## src/rtl/scl_gen_pkg.sv

```systemverilog
package scl_gen_pkg;

  typedef enum logic [1:0] {
    PH_IDLE = 2'd0,
    PH_LOW  = 2'd1,
    PH_HIGH = 2'd2
  } scl_phase_t;

  // Width of the per-phase weight (largest weight is 11)
  localparam int unsigned WEIGHT_W = 4;

  typedef struct packed {
    logic [WEIGHT_W-1:0] n_low;
    logic [WEIGHT_W-1:0] n_high;
  } scl_weight_t;

endpackage

```

## src/rtl/scl_ratio_lut.sv

```systemverilog
module scl_ratio_lut
  import scl_gen_pkg::*;
(
  input  logic [1:0]  sel,
  output scl_weight_t weight
);

  always_comb begin
    unique case (sel)
      2'd1:    weight = '{n_low: 4'd6,  n_high: 4'd3};
      2'd2:    weight = '{n_low: 4'd11, n_high: 4'd3};
      default: weight = '{n_low: 4'd4,  n_high: 4'd4};  // codes 0 and 3
    endcase
  end

endmodule

```

## src/rtl/scl_cfg_capture.sv

```systemverilog
module scl_cfg_capture
  import scl_gen_pkg::*;
#(
  parameter int unsigned DIV_W = 8,
  parameter int unsigned LEN_W = DIV_W + 6
)(
  input  logic             clk,
  input  logic             rst,
  input  logic             load,
  input  logic             slave_mode,
  input  logic [1:0]       ratio_sel,
  input  logic [DIV_W-1:0] div_val,
  output logic [LEN_W-1:0] len_low,
  output logic [LEN_W-1:0] len_high
);

  localparam int unsigned UNIT_W = DIV_W + 1;

  scl_weight_t      weight;
  logic [UNIT_W-1:0] unit;
  logic [LEN_W-1:0]  next_low;
  logic [LEN_W-1:0]  next_high;

  scl_ratio_lut u_lut (
    .sel    (ratio_sel),
    .weight (weight)
  );

  // Time unit in clocks: effective divider plus one
  always_comb begin
    if (slave_mode && (div_val == '0))
      unit = UNIT_W'(2);
    else
      unit = UNIT_W'(div_val) + UNIT_W'(1);
  end

  always_comb begin
    next_low  = LEN_W'(LEN_W'(weight.n_low)  * LEN_W'(unit)) + LEN_W'(2);
    next_high = LEN_W'(LEN_W'(weight.n_high) * LEN_W'(unit)) + LEN_W'(2);
  end

  always_ff @(posedge clk) begin
    if (rst) begin
      len_low  <= '0;
      len_high <= '0;
    end else if (load) begin
      len_low  <= next_low;
      len_high <= next_high;
    end
  end

endmodule

```

## src/rtl/scl_phase_seq.sv

```systemverilog
module scl_phase_seq
  import scl_gen_pkg::*;
#(
  parameter int unsigned LEN_W = 14
)(
  input  logic             clk,
  input  logic             rst,
  input  logic             en,
  input  logic             run,
  input  logic             scl_sense,
  input  logic [LEN_W-1:0] len_low,
  input  logic [LEN_W-1:0] len_high,
  output logic             load_cfg,
  output logic             scl_oe,
  output logic             high_stb,
  output logic             low_stb
);

  scl_phase_t       phase;
  logic [LEN_W-1:0] cnt;
  logic             low_last;
  logic             high_last;

  assign low_last  = (cnt == len_low  - LEN_W'(1));
  assign high_last = (cnt == len_high - LEN_W'(1));

  // Settings are sampled exactly when a new low phase is entered
  always_comb begin
    load_cfg = 1'b0;
    if (en && run) begin
      if (phase == PH_IDLE)
        load_cfg = 1'b1;
      else if ((phase == PH_HIGH) && scl_sense && high_last)
        load_cfg = 1'b1;
    end
  end

  always_ff @(posedge clk) begin
    if (rst || !en) begin
      phase    <= PH_IDLE;
      cnt      <= '0;
      scl_oe   <= 1'b0;
      high_stb <= 1'b0;
      low_stb  <= 1'b0;
    end else begin
      high_stb <= 1'b0;
      low_stb  <= 1'b0;
      unique case (phase)
        PH_IDLE: begin
          cnt <= '0;
          if (run) begin
            phase   <= PH_LOW;
            scl_oe  <= 1'b1;
            low_stb <= 1'b1;
          end
        end
        PH_LOW: begin
          if (low_last) begin
            phase    <= PH_HIGH;
            cnt      <= '0;
            scl_oe   <= 1'b0;
            high_stb <= 1'b1;
          end else begin
            cnt <= cnt + LEN_W'(1);
          end
        end
        PH_HIGH: begin
          if (scl_sense) begin
            if (high_last) begin
              cnt <= '0;
              if (run) begin
                phase   <= PH_LOW;
                scl_oe  <= 1'b1;
                low_stb <= 1'b1;
              end else begin
                phase <= PH_IDLE;
              end
            end else begin
              cnt <= cnt + LEN_W'(1);
            end
          end
        end
        default: begin
          phase  <= PH_IDLE;
          cnt    <= '0;
          scl_oe <= 1'b0;
        end
      endcase
    end
  end

endmodule

```

## src/rtl/scl_clkgen.sv

```systemverilog
module scl_clkgen
  import scl_gen_pkg::*;
#(
  parameter int unsigned DIV_W = 8
)(
  input  logic             clk,
  input  logic             rst,
  input  logic             en,
  input  logic             run,
  input  logic             slave_mode,
  input  logic [1:0]       ratio_sel,
  input  logic [DIV_W-1:0] div_val,
  input  logic             scl_sense,
  output logic             scl_oe,
  output logic             high_stb,
  output logic             low_stb
);

  localparam int unsigned LEN_W = DIV_W + 6;

  logic             load_cfg;
  logic [LEN_W-1:0] len_low;
  logic [LEN_W-1:0] len_high;

  scl_cfg_capture #(
    .DIV_W (DIV_W),
    .LEN_W (LEN_W)
  ) u_cfg (
    .clk        (clk),
    .rst        (rst),
    .load       (load_cfg),
    .slave_mode (slave_mode),
    .ratio_sel  (ratio_sel),
    .div_val    (div_val),
    .len_low    (len_low),
    .len_high   (len_high)
  );

  scl_phase_seq #(
    .LEN_W (LEN_W)
  ) u_seq (
    .clk       (clk),
    .rst       (rst),
    .en        (en),
    .run       (run),
    .scl_sense (scl_sense),
    .len_low   (len_low),
    .len_high  (len_high),
    .load_cfg  (load_cfg),
    .scl_oe    (scl_oe),
    .high_stb  (high_stb),
    .low_stb   (low_stb)
  );

endmodule

```

## config.mk

```make
export PLATFORM = sky130hd
export DESIGN_NAME = scl_clkgen
export DESIGN_NICKNAME = d
export VERILOG_FILES = /design/src/rtl/scl_gen_pkg.sv /design/src/rtl/scl_ratio_lut.sv /design/src/rtl/scl_cfg_capture.sv /design/src/rtl/scl_phase_seq.sv /design/src/rtl/scl_clkgen.sv
export SDC_FILE = /design/constraint.sdc
export NUM_CORES = 1
export LEC_CHECK = 0
export BUFFER_PORTS_ARGS = -buffer_cell sky130_fd_sc_hd__buf_4
export CORE_MARGIN = 2
export CORE_UTILIZATION = 55
export CTS_CLUSTER_DIAMETER = 150
export CTS_CLUSTER_SIZE = 30
export DETAILED_ROUTE_END_ITERATION = 10
export GPL_ROUTABILITY_DRIVEN = 0
export PLACE_DENSITY = 0.78
export SLEW_MARGIN = 20
export SYNTH_ARGS = -nofsm -noshare
export SYNTH_HDL_FRONTEND = slang
export SYNTH_SLANG_ARGS = --single-unit
```

## constraint.sdc

```tcl
create_clock -name clk -period 11.6 [get_ports clk]
set_input_delay 1.16 -clock clk [delete_from_list [all_inputs] [get_ports clk]]
set_output_delay 1.16 -clock clk [all_outputs]
set_load 0.005 [all_outputs]
```

==> results.toml <==
[pwr]
seq_power_share = 0.308
internal-power_mw = 0.353
power_mw = 0.600
ir_drop_v = 0.0000439
pwr-share-clk = 0.181
p_sw_mw = 0.248
leakage_nw = 2.31
p_sw_frac = 0.413
p_comb_frac = 0.511
pwr_density_cell_mw_per_mm2 = 110

[sta]
hold_ws_ps = 482
final.min_clock_period_ps = 5040
relSlewSlack = 0.258
final-setup-viol-count = 0
setup_ws_ps = 6560
fmax_mhz = 199
rsz0062_at_grt = "false"
setup_tns_ps = 0
period_share = 0.434
skew_ps = 2.28
final_hold_viol_count = 0
worst_pin_slew_ps = 1110
drv_slew = 0

[critical_path]
critPathLaunchType = "input port"
end_kind = "flop"
path_cells = "buf_4 -> nor4_1 -> nand4_1 -> nor2b_1 -> nor2_1 -> fa_1 -> fa_1 -> ha_1 -> o21a_1 -> o31a_1 -> o41ai_1 -> o21ai_0 -> o41ai_1 -> xnor2_1 -> o21ai_0 -> a21oi_1"
worstReg2RegStart = "u_cfg.len_high[0]$_SDFFE_PP0P_"
cp_max_fo = 5
slowest_delay_ps = 510
critical_path.top_delay_family = "compound AO/OA/AOI/OAI gates"
arrival_ps = 5280
setup.worst_path.class = "input port to flop"
cp.required_ps = 11840
crit_start = "div_val[6]"
crit_slowest_cell = "fa_1"
crit_buf_inv = 1

[global_routing]
grt_use_total = 0.243
grt_max_degree = 35
grt_pass1_wl_microns = 20500
grt.overflow.total = 0
grt_pass1_vias = 4567
antenna_found_initial = 0

[clock_tree]
cts-root-buf = "clkbuf_8"
cts_setup_buffers = 0
cts_sinks = 46
clkSlewWorstSetupHoldPaths_ps = 90
clk_latency_ps = 310
cts_tree = "yes"
cts.htree.levels = 2
cts_buffer_depth = 2
holdBufCountCts = 0
cts_buffers = 5
post_cts_resized = 0

[logic_synthesis]
ys_warn_count = 0
synthFlopType = "dfxtp_1"
synth_cells = 688
synth-edff-count = 0
yosysUniqueCellTypes = 66
async_flop_share = 0
synth-seq-cells = 46
avgSynthCellArea_sq_um = 7.57
seq_area_frac_synth = 0.177
syn-cell-area_sq_mm = 0.00521

[routing]
drtPass1Iterations = 5
wl_met1_microns = 5210
met3WireLength_microns = 493
num_vias = 4810
wirelength_microns = 12100
vias_per_cell = 6.05
ant_nets = 0
wl_per_cell_microns = 15.3
drcViolationCount = 0
wl_met2_microns = 6140
dr.first_iter.drc_count = 225
top_layer = "met4"

[finish]
diodes = 0
layout_common_cells = "nor2_1, inv_1, dfxtp_1"
mostFrequentLayoutCell = "nor2_1"
fillerInstances = 892
final-instance-count-excl-fill = 795
layout.nets = 763
synthToLayoutAreaGrowth_pct = 4.66
drive_gt1_frac = 0.0614

[floorplan]
initial_core_util = 0.567
die_w_microns = 101
core_sq_mm = 0.00920
ios = 19
die-area_sq_mm = 0.0103
die_h_microns = 101
rows = 35

[hold_path]
worstHoldStart = "u_seq.scl_oe$_SDFFE_PP0P_"
hold_path_class = "flop to flop"

[outcome]
status = "completed"

[place]
preCtsSetupSlack_ps = 6280
port_buffers = 18
dp_cells = 787
dp_hpwl_microns = 9750

[flow_run]
drv_cap = 0
metrics by stage:
stage	cell area [sq um]	utilization
3_3_place_gp	5350	0.582
5_1_grt	5450	0.593
2_1_floorplan	5230	-
6_report	5450	0.593
4_1_cts	5450	0.593
3_5_place_dp	5350	0.582
registers in the layout, summed over array words and instances (netlist names):
name	cells
u_seq.low_stb	1
u_seq.phase	2
u_cfg.len_high	13
u_seq.scl_oe	1
u_seq.high_stb	1
u_seq.cnt	14
u_cfg.len_low	14
Yosys cell counts (13+ instances only):
| cell type | number | area, sq um |
|---|---|---|
| ha_1 | 44 | 551 |
| dfxtp_1 | 46 | 921 |
| nor2_1 | 68 | 255 |
| inv_1 | 64 | 240 |
| nand3_1 | 32 | 160 |
| xnor2_1 | 30 | 263 |
| o21ai_0 | 43 | 215 |
| clkbuf_1 | 26 | 97.6 |
| fa_1 | 20 | 400 |
| xor2_1 | 26 | 228 |
| o211ai_1 | 13 | 97.6 |
| nor3_1 | 27 | 135 |
| and3_1 | 13 | 81.3 |
| a21oi_1 | 43 | 215 |
| nand2_1 | 38 | 143 |
kinds of logic after synthesis:
family	count (synthesis)	share of synthesized area
AO/OA/AOI/OAI	163	0.205
XOR/XNOR	56	0.0941
adder cells (fa/ha/maj)	64	0.183
buffers and inverters	99	0.0754
flip-flops	46	0.177
multiplexers	9	0.0178
other	2	0.00144
AND/OR/NAND/NOR	249	0.247
area by class of cell:
cell class	instances	area [sq um]	area share
Multi-Input combinational cell	548	3920	0.719
Sequential cell	46	921	0.169
Inverter	64	240	0.0441
Tap cell	111	139	0.0255
Timing Repair Buffer	18	135	0.0248
Clock buffer	6	82.6	0.0151
Clock inverter	2	16.3	0.00298
per-layer routing:
layer / vias up / GRT usage
met5: - / 0
met4: 0 / 0.0863
met3: 21 / 0.0193
met2: 125 / 0.447
met1: 2268 / 0.295
li1: 2396 / -
worst paths after layout:
kind / to / slack, ps / depth (start not counted)
min: u_seq.scl_oe$_SDFFE_PP0P_ / 480 / 1
max: u_cfg.len_low[12]$_SDFFE_PP0P_ / 6560 / 16
min reg2reg: u_seq.scl_oe$_SDFFE_PP0P_ / 480 / 1
max reg2reg: u_cfg.len_low[7]$_SDFFE_PP0P_ / 7780 / 10
power by group through the flow:
| stage | registers, mW | logic (mW) | clock network (mW) |
|---|---|---|---|
| 3_3_place_gp | 0.188 | 0.293 | 0 |
| 6_report | 0.185 | 0.307 | 0.108 |
| 5_1_grt | 0.188 | 0.345 | 0.114 |
| 3_5_place_dp | 0.189 | 0.303 | 0 |
| 2_1_floorplan | 0.181 | 0.252 | 0 |
| 4_1_cts | 0.185 | 0.306 | 0.109 |
Power figures use the tool's default switching activity.
